--- config.mk ---
export PLATFORM = sky130hd
export DESIGN_NAME = gemm_tile_seq
export DESIGN_NICKNAME = d
export VERILOG_FILES = /design/src/rtl/gts_pkg.sv /design/src/rtl/gts_stride.sv /design/src/rtl/gts_walk.sv /design/src/rtl/gts_emit.sv /design/src/rtl/gemm_tile_seq.sv
export SDC_FILE = /design/constraint.sdc
export NUM_CORES = 2
export LEC_CHECK = 0
export CAP_MARGIN = 10
export CELL_PAD_IN_SITES_DETAIL_PLACEMENT = 1
export CELL_PAD_IN_SITES_GLOBAL_PLACEMENT = 1
export CORE_ASPECT_RATIO = 0.75
export CORE_UTILIZATION = 25
export DETAILED_ROUTE_END_ITERATION = 16
export PLACE_DENSITY = 0.6
export SYNTH_ARGS = -nofsm -noshare
export SYNTH_HDL_FRONTEND = slang
export SYNTH_SLANG_ARGS = --single-unit
--- constraint.sdc ---
create_clock -name clk_i -period 20.8 [get_ports clk_i]
set_input_delay 3.12 -clock clk_i [delete_from_list [all_inputs] [get_ports clk_i]]
set_output_delay 3.12 -clock clk_i [all_outputs]
set_load 0.1 [all_outputs]
--- src/rtl/gts_pkg.sv ---
package gts_pkg;
  typedef enum logic [2:0] {
    OP_RD    = 3'd0,
    OP_FETCH = 3'd1,
    OP_MAC   = 3'd2,
    OP_MATH  = 3'd3,
    OP_STORE = 3'd4,
    OP_WR    = 3'd5
  } op_e;

  typedef enum logic [1:0] {
    ST_IDLE = 2'd0,
    ST_LOAD = 2'd1,
    ST_RUN  = 2'd2
  } st_e;
endpackage

--- src/rtl/gts_stride.sv ---
// Registered products of the captured job parameters; settle one cycle after capture.
module gts_stride #(
  parameter int DIM_W  = 16,
  parameter int TILE_W = 8,
  parameter int BPE_W  = 4,
  parameter int ADDR_W = 32,
  parameter int NB_W   = 24
) (
  input  logic              clk_i,
  input  logic              rst_ni,
  input  logic [DIM_W-1:0]  dim_k_i,
  input  logic [DIM_W-1:0]  dim_n_i,
  input  logic [TILE_W-1:0] tile_m_i,
  input  logic [TILE_W-1:0] tile_k_i,
  input  logic [TILE_W-1:0] tile_n_i,
  input  logic [BPE_W-1:0]  bpe_i,
  output logic [ADDR_W-1:0] sa_m_o,
  output logic [ADDR_W-1:0] sa_k_o,
  output logic [ADDR_W-1:0] sb_k_o,
  output logic [ADDR_W-1:0] s_n_o,
  output logic [ADDR_W-1:0] sc_m_o,
  output logic [NB_W-1:0]   a_bytes_o,
  output logic [NB_W-1:0]   b_bytes_o,
  output logic [NB_W-1:0]   o_bytes_o,
  output logic [NB_W-1:0]   o_elems_o
);
  localparam int PW = 2*TILE_W + DIM_W + BPE_W;

  logic [PW-1:0] tm, tk, tn, dk, dn, bp;
  assign tm = PW'(tile_m_i);
  assign tk = PW'(tile_k_i);
  assign tn = PW'(tile_n_i);
  assign dk = PW'(dim_k_i);
  assign dn = PW'(dim_n_i);
  assign bp = PW'(bpe_i);

  logic [PW-1:0] p_sa_m, p_sa_k, p_sb_k, p_s_n, p_sc_m, p_ab, p_bb, p_ob, p_oe;
  assign p_sa_m = tm * dk * bp;
  assign p_sa_k = tk * bp;
  assign p_sb_k = tk * dn * bp;
  assign p_s_n  = tn * bp;
  assign p_sc_m = tm * dn * bp;
  assign p_ab   = tm * tk * bp;
  assign p_bb   = tk * tn * bp;
  assign p_ob   = tm * tn * bp;
  assign p_oe   = tm * tn;

  always_ff @(posedge clk_i or negedge rst_ni) begin
    if (!rst_ni) begin
      sa_m_o <= '0; sa_k_o <= '0; sb_k_o <= '0; s_n_o <= '0; sc_m_o <= '0;
      a_bytes_o <= '0; b_bytes_o <= '0; o_bytes_o <= '0; o_elems_o <= '0;
    end else begin
      sa_m_o    <= ADDR_W'(p_sa_m);
      sa_k_o    <= ADDR_W'(p_sa_k);
      sb_k_o    <= ADDR_W'(p_sb_k);
      s_n_o     <= ADDR_W'(p_s_n);
      sc_m_o    <= ADDR_W'(p_sc_m);
      a_bytes_o <= NB_W'(p_ab);
      b_bytes_o <= NB_W'(p_bb);
      o_bytes_o <= NB_W'(p_ob);
      o_elems_o <= NB_W'(p_oe);
    end
  end
endmodule

--- src/rtl/gts_walk.sv ---
// Tile-space walker: positions in elements, offsets accumulated in bytes.
module gts_walk #(
  parameter int DIM_W  = 16,
  parameter int TILE_W = 8,
  parameter int ADDR_W = 32,
  parameter int TID_W  = 16
) (
  input  logic              clk_i,
  input  logic              rst_ni,
  input  logic              clear_i,
  input  logic              adv_i,
  input  logic              ew_i,
  input  logic [DIM_W-1:0]  dim_m_i,
  input  logic [DIM_W-1:0]  dim_k_i,
  input  logic [DIM_W-1:0]  dim_n_i,
  input  logic [TILE_W-1:0] tile_m_i,
  input  logic [TILE_W-1:0] tile_k_i,
  input  logic [TILE_W-1:0] tile_n_i,
  input  logic [ADDR_W-1:0] sa_m_i,
  input  logic [ADDR_W-1:0] sa_k_i,
  input  logic [ADDR_W-1:0] sb_k_i,
  input  logic [ADDR_W-1:0] s_n_i,
  input  logic [ADDR_W-1:0] sc_m_i,
  output logic              m_last_o,
  output logic              n_last_o,
  output logic              k_last_o,
  output logic [ADDR_W-1:0] a_off_o,
  output logic [ADDR_W-1:0] b_off_o,
  output logic [ADDR_W-1:0] c_off_o,
  output logic [TID_W-1:0]  tile_id_o
);
  localparam int EW = DIM_W + 1;

  logic [DIM_W-1:0]  m_pos, n_pos, k_pos;
  logic [ADDR_W-1:0] a_row, a_k, b_k, n_off, c_row;

  // last tile once the next step would reach or pass the extent (zero extent -> one tile)
  assign m_last_o = (EW'(m_pos) + EW'(tile_m_i)) >= EW'(dim_m_i);
  assign n_last_o = (EW'(n_pos) + EW'(tile_n_i)) >= EW'(dim_n_i);
  assign k_last_o = ew_i | ((EW'(k_pos) + EW'(tile_k_i)) >= EW'(dim_k_i));

  assign a_off_o = a_row + a_k;
  assign b_off_o = b_k + n_off;
  assign c_off_o = c_row + n_off;

  always_ff @(posedge clk_i or negedge rst_ni) begin
    if (!rst_ni) begin
      m_pos <= '0; n_pos <= '0; k_pos <= '0;
      a_row <= '0; a_k <= '0; b_k <= '0; n_off <= '0; c_row <= '0;
      tile_id_o <= '0;
    end else if (clear_i) begin
      m_pos <= '0; n_pos <= '0; k_pos <= '0;
      a_row <= '0; a_k <= '0; b_k <= '0; n_off <= '0; c_row <= '0;
      tile_id_o <= '0;
    end else if (adv_i) begin
      tile_id_o <= tile_id_o + 1'b1;
      if (k_last_o) begin
        k_pos <= '0; a_k <= '0; b_k <= '0;
        if (n_last_o) begin
          n_pos <= '0; n_off <= '0;
          m_pos <= m_pos + DIM_W'(tile_m_i);
          a_row <= a_row + sa_m_i;
          c_row <= c_row + sc_m_i;
        end else begin
          n_pos <= n_pos + DIM_W'(tile_n_i);
          n_off <= n_off + s_n_i;
        end
      end else begin
        k_pos <= k_pos + DIM_W'(tile_k_i);
        a_k   <= a_k + sa_k_i;
        b_k   <= b_k + sb_k_i;
      end
    end
  end
endmodule

--- src/rtl/gts_emit.sv ---
// Per-tile stage counter; the last step depends on mode and on the K position.
module gts_emit (
  input  logic       clk_i,
  input  logic       rst_ni,
  input  logic       clear_i,
  input  logic       fire_i,
  input  logic       ew_i,
  input  logic       k_last_i,
  output logic [2:0] step_o,
  output logic       tile_end_o
);
  assign tile_end_o = (!ew_i && k_last_i) ? (step_o == 3'd5) : (step_o == 3'd4);

  always_ff @(posedge clk_i or negedge rst_ni) begin
    if (!rst_ni)       step_o <= '0;
    else if (clear_i)  step_o <= '0;
    else if (fire_i)   step_o <= tile_end_o ? 3'd0 : step_o + 3'd1;
  end
endmodule

--- src/rtl/gemm_tile_seq.sv ---
module gemm_tile_seq
  import gts_pkg::*;
#(
  parameter int DIM_W  = 16,
  parameter int TILE_W = 8,
  parameter int BPE_W  = 4,
  parameter int ADDR_W = 32,
  parameter int NB_W   = 24,
  parameter int TID_W  = 16
) (
  input  logic              clk_i,
  input  logic              rst_ni,
  input  logic              start_i,
  input  logic              ew_mode_i,
  input  logic [DIM_W-1:0]  dim_m_i,
  input  logic [DIM_W-1:0]  dim_k_i,
  input  logic [DIM_W-1:0]  dim_n_i,
  input  logic [TILE_W-1:0] tile_m_i,
  input  logic [TILE_W-1:0] tile_k_i,
  input  logic [TILE_W-1:0] tile_n_i,
  input  logic [BPE_W-1:0]  bpe_i,
  input  logic [ADDR_W-1:0] a_base_i,
  input  logic [ADDR_W-1:0] b_base_i,
  input  logic [ADDR_W-1:0] c_base_i,
  output logic              cmd_valid_o,
  input  logic              cmd_ready_i,
  output logic [2:0]        cmd_op_o,
  output logic [ADDR_W-1:0] cmd_addr_o,
  output logic [NB_W-1:0]   cmd_nbytes_o,
  output logic [TID_W-1:0]  cmd_tile_id_o,
  output logic              cmd_last_k_o,
  output logic              done_o
);
  st_e               st_q;
  logic              ew_q;
  logic [DIM_W-1:0]  dm_q, dk_q, dn_q;
  logic [TILE_W-1:0] tm_q, tk_q, tn_q;
  logic [BPE_W-1:0]  bpe_q;
  logic [ADDR_W-1:0] a_base_q, b_base_q, c_base_q;

  logic              take, fire, tile_end, m_last, n_last, k_last;
  logic [2:0]        step;
  logic [ADDR_W-1:0] sa_m, sa_k, sb_k, s_n, sc_m, a_off, b_off, c_off;
  logic [NB_W-1:0]   a_bytes, b_bytes, o_bytes, o_elems;
  op_e               op;

  assign take        = start_i && (st_q == ST_IDLE);
  assign cmd_valid_o = (st_q == ST_RUN);
  assign fire        = cmd_valid_o && cmd_ready_i;

  always_ff @(posedge clk_i or negedge rst_ni) begin
    if (!rst_ni) begin
      st_q <= ST_IDLE; done_o <= 1'b0; ew_q <= 1'b0;
      dm_q <= '0; dk_q <= '0; dn_q <= '0;
      tm_q <= '0; tk_q <= '0; tn_q <= '0; bpe_q <= '0;
      a_base_q <= '0; b_base_q <= '0; c_base_q <= '0;
    end else begin
      done_o <= 1'b0;
      case (st_q)
        ST_IDLE: if (start_i) begin
          st_q <= ST_LOAD; ew_q <= ew_mode_i;
          dm_q <= dim_m_i; dk_q <= dim_k_i; dn_q <= dim_n_i;
          tm_q <= tile_m_i; tk_q <= tile_k_i; tn_q <= tile_n_i; bpe_q <= bpe_i;
          a_base_q <= a_base_i; b_base_q <= b_base_i; c_base_q <= c_base_i;
        end
        ST_LOAD: st_q <= ST_RUN;
        default: if (fire && tile_end && m_last && n_last && k_last) begin
          st_q   <= ST_IDLE;
          done_o <= 1'b1;
        end
      endcase
    end
  end

  gts_stride #(.DIM_W(DIM_W), .TILE_W(TILE_W), .BPE_W(BPE_W), .ADDR_W(ADDR_W), .NB_W(NB_W)) u_stride (
    .clk_i, .rst_ni,
    .dim_k_i(dk_q), .dim_n_i(dn_q),
    .tile_m_i(tm_q), .tile_k_i(tk_q), .tile_n_i(tn_q), .bpe_i(bpe_q),
    .sa_m_o(sa_m), .sa_k_o(sa_k), .sb_k_o(sb_k), .s_n_o(s_n), .sc_m_o(sc_m),
    .a_bytes_o(a_bytes), .b_bytes_o(b_bytes), .o_bytes_o(o_bytes), .o_elems_o(o_elems)
  );

  gts_walk #(.DIM_W(DIM_W), .TILE_W(TILE_W), .ADDR_W(ADDR_W), .TID_W(TID_W)) u_walk (
    .clk_i, .rst_ni,
    .clear_i(take), .adv_i(fire && tile_end), .ew_i(ew_q),
    .dim_m_i(dm_q), .dim_k_i(dk_q), .dim_n_i(dn_q),
    .tile_m_i(tm_q), .tile_k_i(tk_q), .tile_n_i(tn_q),
    .sa_m_i(sa_m), .sa_k_i(sa_k), .sb_k_i(sb_k), .s_n_i(s_n), .sc_m_i(sc_m),
    .m_last_o(m_last), .n_last_o(n_last), .k_last_o(k_last),
    .a_off_o(a_off), .b_off_o(b_off), .c_off_o(c_off),
    .tile_id_o(cmd_tile_id_o)
  );

  gts_emit u_emit (
    .clk_i, .rst_ni,
    .clear_i(take), .fire_i(fire), .ew_i(ew_q), .k_last_i(k_last),
    .step_o(step), .tile_end_o(tile_end)
  );

  always_comb begin
    op           = OP_WR;
    cmd_addr_o   = c_base_q + c_off;
    cmd_nbytes_o = o_bytes;
    if (!ew_q) begin
      case (step)
        3'd0: begin op = OP_RD;    cmd_addr_o = a_base_q + a_off; cmd_nbytes_o = a_bytes; end
        3'd1: begin op = OP_RD;    cmd_addr_o = b_base_q + b_off; cmd_nbytes_o = b_bytes; end
        3'd2: begin op = OP_FETCH; cmd_addr_o = '0; cmd_nbytes_o = a_bytes + b_bytes; end
        3'd3: begin op = OP_MAC;   cmd_addr_o = ADDR_W'({tm_q, tk_q, tn_q}); cmd_nbytes_o = '0; end
        3'd4: begin op = OP_STORE; cmd_addr_o = '0; end
        default: ;
      endcase
    end else begin
      case (step)
        3'd0: begin op = OP_RD;    cmd_addr_o = a_base_q + c_off; end
        3'd1: begin op = OP_FETCH; cmd_addr_o = '0; end
        3'd2: begin op = OP_MATH;  cmd_addr_o = '0; cmd_nbytes_o = o_elems; end
        3'd3: begin op = OP_STORE; cmd_addr_o = '0; end
        default: ;
      endcase
    end
  end

  assign cmd_op_o     = op;
  assign cmd_last_k_o = k_last;
endmodule

# Word level (Yosys, flattened, before mapping)
# Cells that the tools add are included.
[classes]
bitwise_logic = 1
add_sub_neg = 21
reduce_logical = 23
multipliers = 14
n_eq_ne = 8
magnitude_cmp = 3
mux = 49
[op_table]
columns = ["cell", "count"]
rows = [
  ["two-way mux 32 bit", 19],
  ["adder 32 bit", 12],
  ["two-way mux 16 bit", 13],
  ["case mux 32 bit (4 select lines)", 1],
  ["multiplier 36 x 4 -> 24 bit", 3],
  ["multiplier 36 x 4 -> 32 bit", 3],
  ["case mux 24 bit (4 select lines)", 1],
  ["multiplier 8 x 16 -> 24 bit", 3],
  ["case mux 32 bit (2 select lines)", 1],
  ["adder 16 x 8 -> 17 bit", 3],
  [">= comparator 17 x 16 -> 1 bit", 3],
  ["adder 16 x 8 -> 16 bit", 3],
  ["multiplier 8 x 8 -> 16 bit", 3],
  ["two-way mux 24 bit", 2],
  ["adder 24 bit", 1],
  ["multiplier 8 x 4 -> 12 bit", 2],
  ["case mux 3 bit (4 select lines)", 2],
  ["adder 16 x 1 -> 16 bit (second input constant)", 1],
  ["two-way mux 3 bit", 4],
  ["nonzero test 2 bit", 4],
  ["logical AND 1 bit", 7],
  ["== test 3 x 2 -> 1 bit (second input constant)", 2],
  ["== test 3 bit (second input constant)", 2],
  ["AND reduction 2 bit", 3],
  ["16 further kinds", 21],
]
[totals]
output_inout_bits = 78
register_bits = 659
inputBits = 177

# Depth between registers and ports, before layout
[depth]
depth_word = 11
mapped_depth = 39
ltp_nobuf = 38

# Modules after synthesis
# A second synthesis with hierarchy kept.
[hier_totals]
hier_cells = 9151
area_unflattened_um2 = 78557.8
[modules_own_cells]
columns = ["mod", "n_inst", "area_per_inst_um2", "seq_area_each_um2", "cells_each"]
rows = [
  ["gts_stride", 1, 39180.1, 4604.4, 4500],
  ["gts_walk", 1, 22990.8, 5605.4, 2801],
  ["gemm_tile_seq", 1, 16173.0, 4404.2, 1831],
  ["gts_emit", 1, 214.0, 75.1, 19],
]

# Worst setup path before layout
# No wires, ideal clock.
[synth_path]
path_type = "register to output"
from = "register u_walk.n_off[0]"
to = "output port cmd_addr_o[31]"
path_buffers = 0
arrival_ns = 6.341
slack_ns = 11.339
required_ns = 17.680
stages_incl_launch_ff = 26
path_cell_list = "dfrtp_1 > ha_1 > fa_1 > a21o_1 > a21o_1 > a21oi_1 > o21ai_0 > a41oi_1 > o21ai_0 > a41oi_1 > o2bb2ai_1 > o21bai_1 > a21o_1 > a21oi_1 > xnor2_1 > ha_1 > nand2_1 > o21ai_0 > o211ai_2 > a31oi_1 > nor4_2 > a311oi_1 > xnor2_1 > xnor2_1 > a221oi_1 > a21oi_1"
[synth_via]
elab_chain_cells = 4
elab_cells_between_ends = 8
[synth_rtl]
columns = ["element", "line", "rtl"]
rows = [
  ["start: declaration", "gts_walk.sv:35", "logic [ADDR_W-1:0] a_row, a_k, b_k, n_off, c_row;"],
  ["start signal: assignment", "gts_walk.sv:66", "n_off <= n_off + s_n_i;"],
  ["adder 32 bit, on equally long branches", "gts_walk.sv:44, gts_walk.sv:43", ""],
  ["adder 32 bit, on equally long branches", "gemm_tile_seq.sv:102, gemm_tile_seq.sv:107, gemm_tile_seq.sv:115", ""],
  ["case mux 32 bit (4 select lines) / case mux 32 bit (2 select lines) (equally long branches)", "gemm_tile_seq.sv:105, gemm_tile_seq.sv:114", ""],
  ["two-way mux 32 bit (*)", "gemm_tile_seq.sv:104", "if (!ew_q) begin"],
  ["end: declaration", "gemm_tile_seq.sv:28", "output logic [ADDR_W-1:0] cmd_addr_o,"],
]
# Every way passes the cells marked *; elsewhere a longest branch is shown, timed or not.

# Worst setup path in the final report
# Ends and elaborated chain as after synthesis.

==> flow_summary_export.csv <==
group,metric,value,unit
outcome,run_status,"finished clean",
critical_path,worst_ep_arrival_time,8370,ps
run,timing.max_cap.violations,0,
floorplan,design.portCount,255,
placement,detailed_place.area,78700,µm²
layout,post_route_cells_drive_above_1_share,0.0344,
power_and_ir_drop,clockPowerShare,0.545,
routing,final_routed_drc_violation_total,0,
timing,slew_at_the_pin_closest_to_its_max_slew_limit,1150,ps
timing,achievable-frequency,87.0,MHz
timing,layout_worst_path_cycle_share,0.552,
synthesis,dominant_combinational_cell_family_by_area_after_synthesis,"adder cells",
timing,hold-worst-slack,480,ps
power_and_ir_drop,comb_power_share,0.024,
timing,skew,59.0,ps
synthesis,synth.yosys.warnings,0,
synthesis,yosys.area_share.simple,0.183,
timing,max_slew_headroom_at_the_worst_pin,0.233,
floorplan,chipWidth,621,µm
synthesis,netlist_area,71900,µm²
clock_network,cts.sinks,593,
clock_network,max_clock_buf_depth,3,
synthesis,yosysSeqAreaShare,0.206,
synthesis,postSynth.asyncResetShare,1.00,
critical_path,reg2regPathDepth,32,
synthesis,synth.ff_latch_count,593,
layout,area_growth,13.2,%
clock_network,worstSkewPairLatency,730,ps
floorplan,die_area,290000,µm²
synthesis,synth_xor_xnor_area_share,0.0657,
timing,grt_setup_unrepaired,"false",
grt,wire_length_of_the_first_global_routing_pass,392,mm
clock_network,post_cts.resized_instances,0,
grt,via_count_of_the_first_global_routing_pass,64200,
clock_network,htree_num_levels,3,
synthesis,yosys_most_used_dff,"sky130_fd_sc_hd__dfrtp_1",
clock_network,tritoncts.num_buffers,81,
critical_path,crit_fanout,6,
synthesis,avgSynthCellArea,8.69,µm²
grt,number_of_antenna_violations_at_the_first_check_in_global_routing,19,
layout,layout.core_utilization,0.285,
clock_network,tritoncts_clock_tree,"built",
critical_path,endpoint_kind,"output port",
power_and_ir_drop,power.sequential.fraction,0.430,
critical_path,critical_path_class,"flop to output port",
floorplan,floorplan.die.height,466,µm
power_and_ir_drop,p_sw,649,µW
clock_network,post_cts_hold_buffer_count,0,
synthesis,post_synth_main_area_contributors,"sky130_fd_sc_hd__dfrtp_1 21%, sky130_fd_sc_hd__fa_1 19%, sky130_fd_sc_hd__ha_1 14%",
synthesis,number_of_instances_in_the_synthesized_netlist,8275,
critical_path,r2r_slack,11400,ps
placement,post-dp-hpwl,201,mm
floorplan,start_util,0.251,
placement,place.gp.congestion,0.867,
synthesis,number_of_enable_type_register_cells_in_the_synthesized_netlist,0,
synthesis,synth_top_cell_by_area,"sky130_fd_sc_hd__dfrtp_1",
timing,setup-tns-final,0,ps
grt,grt_max_degree,92,
timing,setup_viol,0,
critical_path,cp_data_required_time,17680,ps
power_and_ir_drop,internal_power,2.03,mW
grt,remaining_global_route_overflow,0,
power_and_ir_drop,irDropWorstVdd,0.0551,mV
power_and_ir_drop,power_density,32.9,nW/µm²
synthesis,synth.most_common_cell,"sky130_fd_sc_hd__nand2_1",
layout,filler_cell_count,33500,
grt,grt.total_usage,0.174,
routing,post_drt_via_cell_ratio,4.85,
layout,design.final.nets,10000,
synthesis,synth-compound-area-share,0.146,
floorplan,core_region_area,286000,µm²
floorplan,num_rows,170,
routing,avgRoutedWirePerCell,20.8,µm
critical_path,start_kind,"flop",
timing,fin_crit,11490,ps
layout,design_area,81400,µm²
synthesis,yosysUniqueCellTypes,99,
routing,detail_route.wirelength,254,mm
placement,buffer_ports.inserted,252,
timing,final-hold-violation-count,0,
routing,drt_iter0_markers,3118,
clock_network,worst_setup_hold_path_clk_slew,60,ps
synthesis,synth_fa_ha_area_frac,0.328,
clock_network,clk_root_buffer_cell,"sky130_fd_sc_hd__clkbuf_16",
routing,vias,59200,
synthesis,synth_top_cells_by_count,"1185 x sky130_fd_sc_hd__nand2_1, 962 x sky130_fd_sc_hd__inv_1, 803 x sky130_fd_sc_hd__ha_1",
clock_network,cts.repair_timing.setup_buffer_count,0,
routing,drt_first_pass_iters,7,
hold_path,hold_class,"flop to flop",
power_and_ir_drop,p_leak,42.1,nW
power_and_ir_drop,net_switching_fraction_of_the_power,0.242,
hold_path,worst_hold_path.num_cells,2,
routing,postRouteAntennaNets,0,
power_and_ir_drop,report.power.total,2.68,mW
synthesis,synth_top_area_frac,0.206,
synthesis,synth.mux.area_fraction,0.00278,
timing,timing.final.max_slew_violations,0,
==> layout by cell type (no fill, tap or decap), types with 313 or more instances in the layout <==
| master | n |
|---|---|
| sky130_fd_sc_hd__a21oi_1 | 471 |
| sky130_fd_sc_hd__and2_1 | 629 |
| sky130_fd_sc_hd__dfrtp_1 | 576 |
| sky130_fd_sc_hd__fa_1 | 676 |
| sky130_fd_sc_hd__ha_1 | 803 |
| sky130_fd_sc_hd__inv_1 | 961 |
| sky130_fd_sc_hd__nand2_1 | 1184 |
| sky130_fd_sc_hd__nor2_1 | 313 |
| sky130_fd_sc_hd__o21ai_0 | 330 |
| sky130_fd_sc_hd__xnor2_1 | 381 |
==> metrics by stage <==
| step | setup WS [ps] | cells |
|---|---|---|
| 5_1_grt | 8770 | 12200 |
| 3_3_place_gp | 10030 | 12100 |
| 6_report | 9310 | 12200 |
| 3_5_place_dp | 10020 | 12100 |
| 2_1_floorplan | 11340 | 8276 |
| 4_1_cts | 9180 | 12200 |
==> registers in the layout, indices dropped and copies added, names as in the netlist, 21 cells and up <==
name	cells
u_stride.a_bytes_o	21
u_walk.b_k	32
a_base_q	32
u_walk.c_row	32
b_base_q	32
u_stride.o_bytes_o	21
u_stride.sa_m_o	29
u_walk.a_row	32
u_stride.sb_k_o	29
u_stride.sc_m_o	29
u_walk.n_off	32
u_stride.b_bytes_o	21
u_walk.a_k	32
c_base_q	32
==> path summary, 6_finish.rpt <==
| check | start | end |
|---|---|---|
| min in group asynchronous | rst_ni | u_stride.o_elems_o[7] |
| hold / removal | u_walk.n_pos[3] | u_walk.n_pos[3] |
| setup / recovery | u_walk.n_off[0] | cmd_addr_o[31] |
| setup reg to reg | tm_q[3] | u_stride.sa_m_o[27] |
| hold reg to reg | u_walk.n_pos[3] | u_walk.n_pos[3] |
| max in group asynchronous | rst_ni | u_stride.sb_k_o[22] |
==> final cells by class <==
class                   instances  area (µm²)  share of cell area
flip-flops and latches        593       14900               0.183
well taps                    3784        4730              0.0582
inverters                     963        3610              0.0444
repair buffers                341        3210              0.0394
multi-input cells            6391       52200               0.641
diodes                          6        15.0            0.000184
clock buffers                 113        2290              0.0281
clock inverters                36         458             0.00563
==> metal layers <==
| metal | vias up | track usage | routed length [µm] |
|---|---|---|---|
| met5 | - | 0 | 0 |
| met4 | 0 | 0.0382 | 5780 |
| met3 | 221 | 0.0155 | 8590 |
| met2 | 985 | 0.289 | 115000 |
| met1 | 30500 | 0.246 | 125000 |
| li1 | 27600 | - | - |
==> power groups by stage <==
stage	combinational, mW	clock [mW]	sequential (mW)
2_1_floorplan	0.00226	0	1.18
3_3_place_gp	0.0680	0	1.17
3_5_place_dp	0.0686	0	1.17
4_1_cts	0.0691	1.51	1.15
5_1_grt	0.0728	1.54	1.15
6_report	0.0657	1.46	1.15
==> cells by family after synthesis <==
logic type      Yosys count
buf+inv                1292
other cells               1
mux                      20
xor+xnor                538
compound gates         1616
flops                   593
fa+ha+maj              1479
simple gates           2736
==> critical path, stage by stage, from the launching register on <==
cell and delay [ps]:
sky130_fd_sc_hd__dfrtp_1 430, sky130_fd_sc_hd__ha_1 250, sky130_fd_sc_hd__fa_1 410, sky130_fd_sc_hd__a21o_1 200, sky130_fd_sc_hd__a21o_1 220, sky130_fd_sc_hd__a21oi_1 170
sky130_fd_sc_hd__o21ai_0 170, sky130_fd_sc_hd__a41oi_1 320, sky130_fd_sc_hd__o21ai_0 180, sky130_fd_sc_hd__a41oi_1 360, sky130_fd_sc_hd__o2bb2ai_1 330, sky130_fd_sc_hd__o21bai_1 200
sky130_fd_sc_hd__a21o_1 210, sky130_fd_sc_hd__a21oi_1 180, sky130_fd_sc_hd__xnor2_1 170, sky130_fd_sc_hd__ha_1 440, sky130_fd_sc_hd__nand2_1 100, sky130_fd_sc_hd__o21ai_0 310
sky130_fd_sc_hd__o211ai_2 170, sky130_fd_sc_hd__a31oi_1 400, sky130_fd_sc_hd__nor4_2 60, sky130_fd_sc_hd__a311oi_1 360, sky130_fd_sc_hd__xnor2_1 180, sky130_fd_sc_hd__xnor2_1 140
sky130_fd_sc_hd__a221oi_1 100, sky130_fd_sc_hd__a21oi_1 310, sky130_fd_sc_hd__clkdlybuf4s50_1 1250
Note: power is estimated with default switching activity, not from simulation.
